[src/rtl/match_timer_pkg.sv]
package match_timer_pkg;
  localparam int ADDR_W = 4;
  localparam int MODE_W = 2;
  localparam int GRP_W  = 3;

  localparam logic [ADDR_W-1:0] A_CTRL   = 4'd0;
  localparam logic [ADDR_W-1:0] A_MODE   = 4'd1;
  localparam logic [ADDR_W-1:0] A_PRESC  = 4'd2;
  localparam logic [ADDR_W-1:0] A_COUNT  = 4'd3;
  localparam logic [ADDR_W-1:0] A_MCTL   = 4'd4;
  localparam logic [ADDR_W-1:0] A_FLAGS  = 4'd5;
  localparam int                MATCH_BASE = 8;

  typedef enum logic [MODE_W-1:0] {
    MODE_TIMER = 2'd0,
    MODE_RSV1  = 2'd1,
    MODE_RSV2  = 2'd2,
    MODE_RSV3  = 2'd3
  } count_mode_e;
endpackage

[src/rtl/mt_prescaler.sv]
module mt_prescaler #(
  parameter int PR_W = 32
) (
  input  logic            clk,
  input  logic            rst_n,
  input  logic            active,
  input  logic [PR_W-1:0] limit,
  output logic            tick
);
  logic [PR_W-1:0] div_q;

  // >= so a prescale lowered mid-run still ticks promptly
  assign tick = active && (div_q >= limit);

  always_ff @(posedge clk or negedge rst_n) begin
    if (!rst_n) begin
      div_q <= '0;
    end else if (tick) begin
      div_q <= '0;
    end else if (active) begin
      div_q <= div_q + 1'b1;
    end
  end
endmodule

[src/rtl/mt_counter.sv]
module mt_counter #(
  parameter int CNT_W = 32
) (
  input  logic             clk,
  input  logic             rst_n,
  input  logic             tick,
  output logic [CNT_W-1:0] count,
  output logic [CNT_W-1:0] count_nxt
);
  logic [CNT_W-1:0] cnt_q;

  assign count     = cnt_q;
  assign count_nxt = cnt_q + 1'b1;

  always_ff @(posedge clk or negedge rst_n) begin
    if (!rst_n) begin
      cnt_q <= '0;
    end else if (tick) begin
      cnt_q <= count_nxt;
    end
  end
endmodule

[src/rtl/mt_match_chan.sv]
module mt_match_chan #(
  parameter int CNT_W = 32
) (
  input  logic             clk,
  input  logic             rst_n,
  input  logic             load,
  input  logic [CNT_W-1:0] load_val,
  input  logic             tick,
  input  logic [CNT_W-1:0] count_nxt,
  input  logic             int_en,
  input  logic             clr,
  output logic [CNT_W-1:0] match_val,
  output logic             hit,
  output logic             flag
);
  logic [CNT_W-1:0] match_q;
  logic             flag_q;

  assign match_val = match_q;
  assign flag      = flag_q;
  assign hit       = tick && int_en && (count_nxt == match_q);

  always_ff @(posedge clk or negedge rst_n) begin
    if (!rst_n) begin
      match_q <= '0;
    end else if (load) begin
      match_q <= load_val;
    end
  end

  // a new match has priority over a clearing write
  always_ff @(posedge clk or negedge rst_n) begin
    if (!rst_n) begin
      flag_q <= 1'b0;
    end else if (hit) begin
      flag_q <= 1'b1;
    end else if (clr) begin
      flag_q <= 1'b0;
    end
  end
endmodule

[src/rtl/match_timer.sv]
module match_timer
  import match_timer_pkg::*;
#(
  parameter int CNT_W  = 32,
  parameter int PR_W   = 32,
  parameter int N_CH   = 4,
  parameter int DATA_W = 32
) (
  input  logic                          clk,
  input  logic                          rst_n,
  input  logic                          wr_en,
  input  logic [match_timer_pkg::ADDR_W-1:0] addr,
  input  logic [DATA_W-1:0]             wdata,
  output logic [DATA_W-1:0]             rdata,
  output logic                          irq
);
  localparam int MCTL_W = GRP_W * N_CH;

  logic              run_q;
  count_mode_e       mode_q;
  logic [PR_W-1:0]   presc_q;
  logic [MCTL_W-1:0] mctl_q;

  logic              tick;
  logic              active;
  logic [CNT_W-1:0]  count;
  logic [CNT_W-1:0]  count_nxt;

  logic [N_CH-1:0]   ie_vec;
  logic [N_CH-1:0]   clr_vec;
  logic [N_CH-1:0]   hit_vec;
  logic [N_CH-1:0]   flag_vec;
  logic [CNT_W-1:0]  match_arr [N_CH];

  // control registers
  always_ff @(posedge clk or negedge rst_n) begin
    if (!rst_n) begin
      run_q   <= 1'b0;
      mode_q  <= MODE_TIMER;
      presc_q <= '0;
      mctl_q  <= '0;
    end else if (wr_en) begin
      case (addr)
        A_CTRL:  run_q   <= wdata[0];
        A_MODE:  mode_q  <= count_mode_e'(wdata[MODE_W-1:0]);
        A_PRESC: presc_q <= wdata[PR_W-1:0];
        A_MCTL:  mctl_q  <= wdata[MCTL_W-1:0];
        default: ;
      endcase
    end
  end

  assign active  = run_q && (mode_q == MODE_TIMER);
  assign clr_vec = (wr_en && addr == A_FLAGS) ? wdata[N_CH-1:0] : '0;

  mt_prescaler #(.PR_W(PR_W)) u_presc (
    .clk    (clk),
    .rst_n  (rst_n),
    .active (active),
    .limit  (presc_q),
    .tick   (tick)
  );

  mt_counter #(.CNT_W(CNT_W)) u_cnt (
    .clk       (clk),
    .rst_n     (rst_n),
    .tick      (tick),
    .count     (count),
    .count_nxt (count_nxt)
  );

  for (genvar g = 0; g < N_CH; g++) begin : g_ch
    logic ld;
    assign ie_vec[g] = mctl_q[GRP_W*g];
    assign ld        = wr_en && (addr == ADDR_W'(MATCH_BASE + g));

    mt_match_chan #(.CNT_W(CNT_W)) u_ch (
      .clk       (clk),
      .rst_n     (rst_n),
      .load      (ld),
      .load_val  (wdata[CNT_W-1:0]),
      .tick      (tick),
      .count_nxt (count_nxt),
      .int_en    (ie_vec[g]),
      .clr       (clr_vec[g]),
      .match_val (match_arr[g]),
      .hit       (hit_vec[g]),
      .flag      (flag_vec[g])
    );
  end

  assign irq = |flag_vec;

  always_comb begin
    rdata = '0;
    case (addr)
      A_CTRL:  rdata = DATA_W'(run_q);
      A_MODE:  rdata = DATA_W'(mode_q);
      A_PRESC: rdata = DATA_W'(presc_q);
      A_COUNT: rdata = DATA_W'(count);
      A_MCTL:  rdata = DATA_W'(mctl_q);
      A_FLAGS: rdata = DATA_W'(flag_vec);
      default: begin
        for (int i = 0; i < N_CH; i++) begin
          if (addr == ADDR_W'(MATCH_BASE + i)) rdata = DATA_W'(match_arr[i]);
        end
      end
    endcase
  end
endmodule

[config.mk]
export PLATFORM = sky130hd
export DESIGN_NAME = match_timer
export DESIGN_NICKNAME = d
export VERILOG_FILES = /design/src/rtl/match_timer_pkg.sv /design/src/rtl/mt_prescaler.sv /design/src/rtl/mt_counter.sv /design/src/rtl/mt_match_chan.sv /design/src/rtl/match_timer.sv
export SDC_FILE = /design/constraint.sdc
export NUM_CORES = 1
export LEC_CHECK = 0
export BUFFER_PORTS_ARGS = -buffer_cell sky130_fd_sc_hd__buf_4
export CORE_UTILIZATION = 30
export CTS_BUF_LIST = sky130_fd_sc_hd__clkbuf_16
export DETAILED_ROUTE_END_ITERATION = 10
export HOLD_SLACK_MARGIN = 0.08
export REMOVE_ABC_BUFFERS = 1
export SYNTH_ARGS = -nofsm -noshare
export SYNTH_HDL_FRONTEND = slang
export SYNTH_SLANG_ARGS = --single-unit
[constraint.sdc]
create_clock -name clk -period 5.4 [get_ports clk]
set_input_delay 1.08 -clock clk [delete_from_list [all_inputs] [get_ports clk]]
set_output_delay 1.08 -clock clk [all_outputs]
set_load 0.05 [all_outputs]
## Word-level counts from Yosys, hierarchy flattened

Cells that the tools add are included.

| storage, ports and cells | value |
|---|---|
| register bits | 243 |
| input bits | 39 |
| output and inout bits | 33 |
| word-level logic and storage cells | 73 |

| cells by class | value |
|---|---|
| add/sub/neg operators | 2 |
| magnitude comparators | 1 |
| equality and inequality tests | 13 |
| multiplexer cells | 16 |
| reduce and logical (&&, ||, !) cells | 27 |

Operators with widths:

| operator | number |
|---|---|
| 32-bit 2-to-1 mux | 6 |
| 32-bit case mux with 6 select lines | 1 |
| 32-bit equality test | 4 |
| 32-bit by 1-bit adder with 32-bit output (second input constant) | 2 |
| 32-bit >= comparator | 1 |
| 4-bit equality test (second input constant) | 4 |
| 1-bit logical AND | 15 |
| 2-bit nonzero test | 5 |
| 4-bit by 2-bit equality test with 1-bit output (second input constant) | 2 |
| 4-bit by 3-bit equality test with 1-bit output (second input constant) | 2 |
| 1-bit 2-to-1 mux | 8 |
| 2-bit AND reduction | 4 |
| 4-bit by 1-bit equality test with 1-bit output (second input constant) | 1 |
| 4-bit logical NOT | 1 |
| 4-bit 2-to-1 mux | 1 |
| 4-bit OR reduction | 1 |
| 2-bit logical NOT | 1 |

## Depth between registers and ports, before layout

Gate-level depths: netlist of the first run.

| depth | value |
|---|---|
| depth after elaboration | 6 |
| gate-level depth with buffers | 11 |
| depth with buffers taken out | 10 |

## By module

Synthesis of the first run repeated with hierarchy kept, for this count alone.

| unflattened totals | value |
|---|---|
| cell total of the unflattened synthesis | 1363 |
| area total of the unflattened synthesis | 14796.7 um2 |

Modules (own cells, without submodules):

| module | instances | cells each | area each (um2) | sequential area each (um2) |
|---|---|---|---|---|
| mt_match_chan | 4 | 116 | 1582.8 | 825.8 |
| match_timer | 1 | 398 | 3996.3 | 1176.1 |
| mt_prescaler | 1 | 283 | 2408.6 | 800.8 |
| mt_counter | 1 | 218 | 2060.7 | 800.8 |

## Worst setup path after synthesis of the first run

OpenSTA, ideal clock, no wires.

| timing | value |
|---|---|
| path kind | input port to output port |
| start point | in addr[0] (netlist bit) |
| end point | out rdata[0] |
| data arrival time | 3463 ps |
| data required time | 4320 ps |
| slack | 857 ps |
| cell stages on the path | 6 |
| path buffers | 3 |
| path through | clkbuf_1 > buf_1 > buf_2 > mux2_2 > a31oi_1 > o21ai_0 |

| on the way | value |
|---|---|
| word-level cells in the longest chain between the ends | 6 |
| elaborated cells between the ends (all ways) | 15 |
| classes of those cells | eq/ne (9); mux (5); reduce/logical (1) |

Ends and longest elaborated chain:

| what | RTL line | text |
|---|---|---|
| from (decl) | match_timer.sv:12 | `input logic [match_timer_pkg::ADDR_W-1:0] addr,` |
| 4-bit equality test | match_timer.sv:105 | `if (addr == ADDR_W'(MATCH_BASE + i)) rdata = DATA_W'(match_arr[i]);` |
| 32-bit 2-to-1 mux (4 in a row) | match_timer.sv:105 |  |
| 32-bit case mux with 6 select lines * | match_timer.sv:96 | `case (addr)` |
| to (decl) | match_timer.sv:14 | `output logic [DATA_W-1:0] rdata,` |

Every way passes the cells marked *; elsewhere a longest branch is shown, timed or not.

## Final worst setup path of the first run

| timing | value |
|---|---|
| start point | in addr[0] (netlist bit) |
| end point | out rdata[8] |

Same word-level chain as after synthesis.

==> results of run 1 <==
==> worst max-delay path, stage by stage <==
cell and delay (ns):
sky130_fd_sc_hd__buf_4 0.63, sky130_fd_sc_hd__nand2_1 0.18, sky130_fd_sc_hd__nor3_2 0.15, sky130_fd_sc_hd__buf_4 0.43, sky130_fd_sc_hd__a222oi_1 0.19, sky130_fd_sc_hd__o211ai_1 0.21
sky130_fd_sc_hd__buf_4 0.27
==> registers in the layout, summed over array words and instances, names as in the netlist <==
| register | cells |
|---|---|
| run_q | 1 |
| u_cnt.count | 32 |
| u_presc.div_q | 32 |
| mctl_q | 12 |
| mode_q | 2 |
| g_ch.u_ch.flag | 4 |
| g_ch.u_ch.match_val | 128 |
| presc_q | 32 |
==> stage by stage <==
| step | setup slack [ns] | total power (uW) | area (um^2) |
|---|---|---|---|
| floorplan | 0.824 | 3390 | 15200 |
| global placement | 1.09 | 3980 | 16900 |
| detailed placement | 1.12 | 4020 | 16900 |
| CTS | 1.11 | 6050 | 17900 |
| global route | 0.972 | 6280 | 17900 |
| finish | 1.14 | 6020 | 17900 |
==> per-layer routing <==
layer / vias up / track usage [%]
met5: - / 0
met4: 2 / 6.46
met3: 77 / 2.64
met2: 430 / 35.4
met1: 6421 / 28.6
li1: 5620 / -
==> cells by family (layout without fill, tap and decap cells) <==
logic type,Yosys count,count (layout)
buf+inv,163,224
compound gates,216,216
xor+xnor,190,190
other cells,0,2
simple gates,449,449
mux,215,215
flops,243,243
fa+ha+maj,34,34
==> power by group through the flow <==
stage	clock (uW)	sequential, uW	combinational (uW)
finish	2010	2610	1400
detailed placement	0	2620	1400
CTS	2050	2590	1410
global placement	0	2610	1380
floorplan	0	2420	975
global route	2110	2650	1520
==> cells in the final DEF, fill, tap and decap left out, types with 6 or more instances in the layout <==
cell type,instances
sky130_fd_sc_hd__a21oi_1,47
sky130_fd_sc_hd__o21ai_0,39
sky130_fd_sc_hd__nand2b_1,14
sky130_fd_sc_hd__ha_1,34
sky130_fd_sc_hd__nand3b_1,12
sky130_fd_sc_hd__clkinv_1,9
sky130_fd_sc_hd__a222oi_1,29
sky130_fd_sc_hd__o2111ai_1,10
sky130_fd_sc_hd__or4_1,7
sky130_fd_sc_hd__a22oi_1,7
sky130_fd_sc_hd__mux2i_1,17
sky130_fd_sc_hd__and3_1,20
sky130_fd_sc_hd__nor3_1,27
sky130_fd_sc_hd__or3_1,11
sky130_fd_sc_hd__buf_4,100
sky130_fd_sc_hd__clkbuf_16,29
sky130_fd_sc_hd__dfrtp_1,243
sky130_fd_sc_hd__xor2_1,73
sky130_fd_sc_hd__nor4_1,18
sky130_fd_sc_hd__and4_1,9
sky130_fd_sc_hd__a31oi_1,6
sky130_fd_sc_hd__o22ai_1,6
sky130_fd_sc_hd__xnor2_1,112
sky130_fd_sc_hd__nand4_1,44
sky130_fd_sc_hd__o211ai_1,11
sky130_fd_sc_hd__nor3b_1,7
sky130_fd_sc_hd__nand2_1,101
sky130_fd_sc_hd__and2_1,7
sky130_fd_sc_hd__nand3_1,45
sky130_fd_sc_hd__mux4_2,23
sky130_fd_sc_hd__inv_1,72
sky130_fd_sc_hd__nor2_1,85
sky130_fd_sc_hd__mux2_2,175
==> layout make-up <==
class / instances / area (um^2) / area share [%]
Tap cell: 680 / 851 / 4.76
Sequential cell: 243 / 6080 / 34.0
Antenna cell: 2 / 5.00 / 0.0280
Inverter: 71 / 267 / 1.49
Multi-Input combinational cell: 1104 / 8910 / 49.9
Clock inverter: 22 / 233 / 1.30
Clock buffer: 29 / 726 / 4.06
Timing Repair Buffer: 102 / 786 / 4.40
==> path summary, 6_finish.rpt <==
check,to,slack [ns],from
worst max-delay path,rdata[8],1.14,addr[0]
worst min-delay path,mctl_q[10],0.51,mctl_q[10]
worst max register to register,g_ch[1].u_ch.flag,1.27,u_cnt.count[14]
worst min register to register,mctl_q[10],0.51,mctl_q[10]
max in group asynchronous,u_presc.div_q[6],3.77,rst_n
min in group asynchronous,mctl_q[5],0.53,rst_n
==> summary.md, run 1 <==
• **run status** complete, no violations
• **R2R cell count** 8
• **Fill cells** 5,209
• **routability congestion estimate** 1.00
• **switching power as a share of total power** 33.0%
• **distinct cell type count after synthesis** 84
• **insertion delay of the later-clocked pin in the worst-skew pair** 0.57 ns
• **clock buffers created by TritonCTS** 28
• **sequential cell fraction of total power** 43.4%
• **Hold Path Class** flip-flop to flip-flop
• **Gate power share** 23.3%
• **number of standard cells in the final layout excluding fillers** 2,253
• **uppermost metal layer occupied by signal nets** met5
• **vias in the first global route** 12,600
• **routed length on met2** 26,800 um
• **data arrival time of the critical path** 3.18 ns
• **Post-Syn Instances** 1,510
• **Port Buf Inserts** 71
• **total global routing overflow** 0
• **post-CTS resize count** 0
• **library cell with the highest instance count after synthesis** sky130_fd_sc_hd__dfrtp_1
• **Final Cycle Share** 79.0%
• **slew at the pin closest to its max-slew limit** 1.07 ns
• **antenna violation net count after detailed routing** 0
• **MaxCap Viol Count** 0
• **sinks on the clock net** 243
• **multiplexer area fraction after synthesis** 17.0%
• **Placed Instances** 2,200
• **parity-gate share of the synthesized area counting xor and xnor cells** 11.0%
• **pin count of the biggest net entering global routing** 107
• **Post-synth ARST share** 100%
• **adder-cell share of the synthesized area** 2.72%
• **final slew viol count** 0
• **startpoint kind of the worst setup timing path** primary input
• **post-detailed-routing wire length** 56,300 um
• **switching power summed over all nets** 1990 uW
• **wire length of the first global-routing pass** 84,900 um
• **Vert. Die Dim** 230 um
• **critical path capture point type** output port
• **simple-gate share of the synthesized area** 16.0%
• **DP Wirelength** 42,200 um
• **drt first-iter violations** 1,209
• **Post-CTS Repair Setup Buffers** 0
• **areal power density over the cells** 337 mW/mm^2
• **total internal power** 4030 uW
• **top flip-flop cell by instance count after synthesis** sky130_fd_sc_hd__dfrtp_1
• **library cell occupying the most area in the post-synthesis netlist** sky130_fd_sc_hd__dfrtp_1
• **Core Area** 0.0514 mm^2
• **number of vias in the routed layout** 12,600
• **Vias/cell** 5.57
• **synth top area cells** sky130_fd_sc_hd__dfrtp_1, sky130_fd_sc_hd__mux2_2, sky130_fd_sc_hd__xnor2_1
• **maximum buffer depth of the clock tree** 3
• **final core area utilization** 34.7%
• **number of placement rows** 83
• **depth of the worst hold-timing path** 1
• **WHS** 0.508 ns
• **Highest Clock Rate** 234 MHz
• **sum of negative setup slack** 0 ns
• **die extent in x** 230 um
• **Post-CTS Hold Buffers** 0
• **final-report setup violation count** 0
• **critical path fanouts, max** 42
• **area of the mapped netlist** 0.0157 mm^2
• **layout overhead on the synthesized area** 14.1%
• **critical path start-end classification** primary input to output port
• **remaining design rule violation count** 0
• **combinational family with the most area after synthesis** multiplexers
• **number of nets in the final layout** 1,623
• **Root Buffer Master** sky130_fd_sc_hd__clkbuf_16
• **part of the Yosys area used for sequential elements** 38.8%
• **number of top-level pins** 72
• **Commonest cells post-synth** sky130_fd_sc_hd__dfrtp_1, sky130_fd_sc_hd__mux2_2, sky130_fd_sc_hd__xnor2_1
• **max_slew headroom** 28.2%
• **Die Area** 0.0531 mm^2
• **iteration count of the initial detailed-routing pass** 6
• **initial antenna violation count** 2
• **total number of H-tree levels** 1
• **number of enable flip-flop cells after synthesis** 0
• **total of flip-flops plus latches after synthesis** 243
• **proportion of layout cells with a drive suffix above 1** 24.1%
• **Setup Skew** 0.0138 ns
• **Clk pwr share** 33.4%
• **compound-gate portion of the synthesized area** 10.0%
• **TritonCTS clock tree** yes
• **Syn. warnings** 0
• **data required time at the worst endpoint** 4.32 ns
• **M1 wire length** 24,700 um
• **Avg Inst Size Synth** 10.4 um^2
• **clock transition at the registers of the reported paths** 0.06 ns
• **starting utilization of the core area** 30.5%
• **routed wire length per instance** 25.0 um
• **Hold Fails Final Rpt** 0
• **overall routing resource usage** 21.3%
• **worst IR drop on VDD** 237 uV
• **leakage dissipation** 0.00750 uW
• **Met3 Routed Length** 3160 um
• **area share of the leading cell type in the synthesized netlist** 38.8%
• **min cycle time layout** 4.26 ns
• **RSZ-0062 raised after global routing** false
Power figures use the tool's default switching activity.
==> run 2: changes to the inputs <==
Settings changed: ABC_AREA set to 1.
Clock period 5.4 ns to 3.9 ns, I/O delays scaled along.
==> summary.md, run 2 <==
• **number of nets in the final layout** 2,321, +43%
• **library cell occupying the most area in the post-synthesis netlist** sky130_fd_sc_hd__dfrtp_1
• **Vias/cell** 5.03, -9.6%
• **max reg flops** 128, unchanged
• **final slew viol count** 0, unchanged
• **TritonCTS clock tree** yes
• **RSZ-0062 raised after global routing** false
• **Root Buffer Master** sky130_fd_sc_hd__clkbuf_16
• **leakage dissipation** 0.00840 uW, +12%
• **post-CTS resize count** 0, unchanged
• **Hold Fails Final Rpt** 0, unchanged
• **critical path start-end classification** primary input to output port
• **number of standard cells in the final layout excluding fillers** 2,934, +30%
• **Avg Inst Size Synth** 6.87 um^2, -34%
• **pin count of the biggest net entering global routing** 91, -15%
• **iteration count of the initial detailed-routing pass** 6, unchanged
• **total of flip-flops plus latches after synthesis** 243, unchanged
• **die extent in x** 226 um, -2.1%
• **final-report setup violation count** 0, unchanged
• **Antenna Diode Count** 0, -2
• **maximum buffer depth of the clock tree** 3, unchanged
• **areal power density over the cells** 461 mW/mm^2, +37%
• **final core area utilization** 35.5%, +0.70 points
• **data required time at the worst endpoint** 3.12 ns, -1.20 ns
• **Post-CTS Hold Buffers** 0, unchanged
• **min cycle time layout** 3.29 ns
• **DP Wirelength** 38,400 um, -9.1%
• **proportion of layout cells with a drive suffix above 1** 7.84%, -16 points
• **worst IR drop on VDD** 358 uV, +51%
• **post-detailed-routing wire length** 52,200 um, -7.3%
• **antenna violation net count after detailed routing** 0, unchanged
• **synth top area cells** sky130_fd_sc_hd__dfrtp_1, sky130_fd_sc_hd__nand2_1, sky130_fd_sc_hd__o21ai_0
• **Post-Syn Instances** 2,187, +45%
• **most frequent cells in the layout** sky130_fd_sc_hd__nand2_1, sky130_fd_sc_hd__inv_1, sky130_fd_sc_hd__dfrtp_1
• **Syn. warnings** 0, unchanged
• **critical path capture point type** output port
• **layout overhead on the synthesized area** 16.0%
• **total number of H-tree levels** 1, unchanged
• **Die Area** 0.0510 mm^2, -4.1%
• **number of vias in the routed layout** 14,800, +18%
• **routability congestion estimate** 0.928, -7.4%
• **part of the Yosys area used for sequential elements** 40.5%, +1.7 points
• **most frequent standard cell in the layout excluding fill and tap cells** sky130_fd_sc_hd__nand2_1
• **slew at the pin closest to its max-slew limit** 0.954 ns, -0.114 ns
• **drt first-iter violations** 1,515, +25%
• **Post-CTS Repair Setup Buffers** 0, unchanged
• **remaining design rule violation count** 0, unchanged
• **starting utilization of the core area** 30.6%, +0.092 points
• **number of enable flip-flop cells after synthesis** 0, unchanged
• **critical path fanouts, max** 10, -76%
• **max_slew headroom** 36.3%, +8.1 points
• **sinks on the clock net** 243, unchanged
• **vias in the first global route** 14,400, +14%
• **Commonest cells post-synth** sky130_fd_sc_hd__nand2_1, sky130_fd_sc_hd__inv_1, sky130_fd_sc_hd__dfrtp_1
• **data arrival time of the critical path** 2.51 ns, -0.67 ns
• **Setup Skew** 0.00993 ns, -0.00385 ns
• **insertion delay of the later-clocked pin in the worst-skew pair** 0.57 ns, about the same
• **clock transition at the registers of the reported paths** 0.05 ns, about the same
• **distinct cell type count after synthesis** 42, -50%
• **sum of negative setup slack** 0 ns, unchanged
• **MaxCap Viol Count** 0, unchanged
• **Post-synth ARST share** 100%, unchanged
• **startpoint kind of the worst setup timing path** primary input
• **library cell with the highest instance count after synthesis** sky130_fd_sc_hd__nand2_1
• **top flip-flop cell by instance count after synthesis** sky130_fd_sc_hd__dfrtp_1
• **clock buffers created by TritonCTS** 29, +3.6%
• **reg-to-reg slack, setup** 0.84 ns, -0.43 ns
• **run status** complete, no violations
• **area of the mapped netlist** 0.0150 mm^2, -4.1%
• **area share of the leading cell type in the synthesized netlist** 40.5%, +1.7 points
• **Highest Clock Rate** 304 MHz
• **wire length of the first global-routing pass** 81,100 um, -4.5%
• **initial antenna violation count** 0, -2
• **Hold Path Class** primary input to async pin
• **Placed Instances** 2,881, +31%
• **number of placement rows** 81, -2.4%
• **Final Cycle Share** 84.4%
• **Vert. Die Dim** 226 um, -2.1%
• **total global routing overflow** 0, unchanged
• **routed wire length per instance** 17.8 um, -29%
• **number of top-level pins** 72, unchanged
• **Core Area** 0.0492 mm^2, -4.4%
• **overall routing resource usage** 20.6%, -0.66 points
• **Port Buf Inserts** 71, unchanged
-- run 2: cell count changes after synthesis, moves of 23 or more --
| cell | change |
|---|---|
| sky130_fd_sc_hd__nand2_1 | +629 |
| sky130_fd_sc_hd__inv_1 | +206 |
| sky130_fd_sc_hd__o21ai_0 | +185 |
| sky130_fd_sc_hd__mux2_2 | -175 |
| sky130_fd_sc_hd__nand3_1 | +148 |
| sky130_fd_sc_hd__xnor2_1 | -103 |
| sky130_fd_sc_hd__nor2_1 | +83 |
| sky130_fd_sc_hd__xor2_1 | -57 |
| sky130_fd_sc_hd__o22ai_1 | +32 |
| sky130_fd_sc_hd__a222oi_1 | -29 |
| sky130_fd_sc_hd__nand4_1 | -25 |
| sky130_fd_sc_hd__mux4_2 | -23 |
-- run 2: worst max-delay path, stage by stage --
cell	delay, ns
sky130_fd_sc_hd__buf_4	0.11
sky130_fd_sc_hd__nor2_1	0.27
sky130_fd_sc_hd__nand2_1	0.12
sky130_fd_sc_hd__inv_1	0.47
sky130_fd_sc_hd__buf_4	0.25
sky130_fd_sc_hd__nand2_1	0.06
sky130_fd_sc_hd__o2111ai_1	0.18
sky130_fd_sc_hd__buf_4	0.27
-- run 2: cell families after synthesis --
| kind of cell | Yosys count | share of synthesized area [%] |
|---|---|---|
| flops | 243 | 40.5 |
| xor+xnor | 25 | 1.46 |
| compound gates | 368 | 13.7 |
| buf+inv | 342 | 8.67 |
| simple gates | 1175 | 32.9 |
| fa+ha+maj | 34 | 2.83 |
-- run 2: report_power, final --
part	total [uW]	internal (uW)	switching (uW)
combinational	1670	590	1080
clock	3040	1880	1160
sequential	3320	2920	393
total	8030	5390	2630
-- run 2: through the flow --
step | setup WS (ns) | hold slack [ns] | area, um^2 | power (uW)
2_1_floorplan | 0.569 | 0.453 | 14800 | 4360
3_3_place_gp | 0.568 | 0.468 | 16400 | 4960
3_5_place_dp | 0.571 | 0.473 | 16400 | 5010
4_1_cts | 0.570 | 0.242 | 17400 | 8070
5_1_grt | 0.541 | 0.255 | 17400 | 8480
6_report | 0.607 | 0.208 | 17400 | 8030
-- run 2: worst paths after layout --
check,from,end,depth (start not counted)
worst max-delay path,addr[3],rdata[29],8
worst min-delay path,rst_n,mode_q[0],1
worst max register to register,u_cnt.count[0],g_ch[0].u_ch.flag,13
worst min register to register,g_ch[1].u_ch.match_val[6],g_ch[1].u_ch.match_val[6],2
max in group asynchronous,rst_n,g_ch[2].u_ch.match_val[27],2
min in group clk,g_ch[1].u_ch.match_val[6],g_ch[1].u_ch.match_val[6],2
-- run 2: final cells by class --
cell class,count,area [um^2]
clock buffers,29,726
inverters,279,1050
fillers,5164,31700
repair buffers,93,768
flip-flops and latches,243,6080
clock inverters,24,324
well taps,664,831
multi-input cells,1602,7650
-- run 2: layer usage --
layer | wire length, um | GRT usage (%) | vias to the layer above
li1 | - | - | 7214
met1 | 23000 | 27.1 | 6909
met2 | 24100 | 34.1 | 535
met3 | 3320 | 3.06 | 111
met4 | 1790 | 7.50 | 0
met5 | 0 | 0 | -
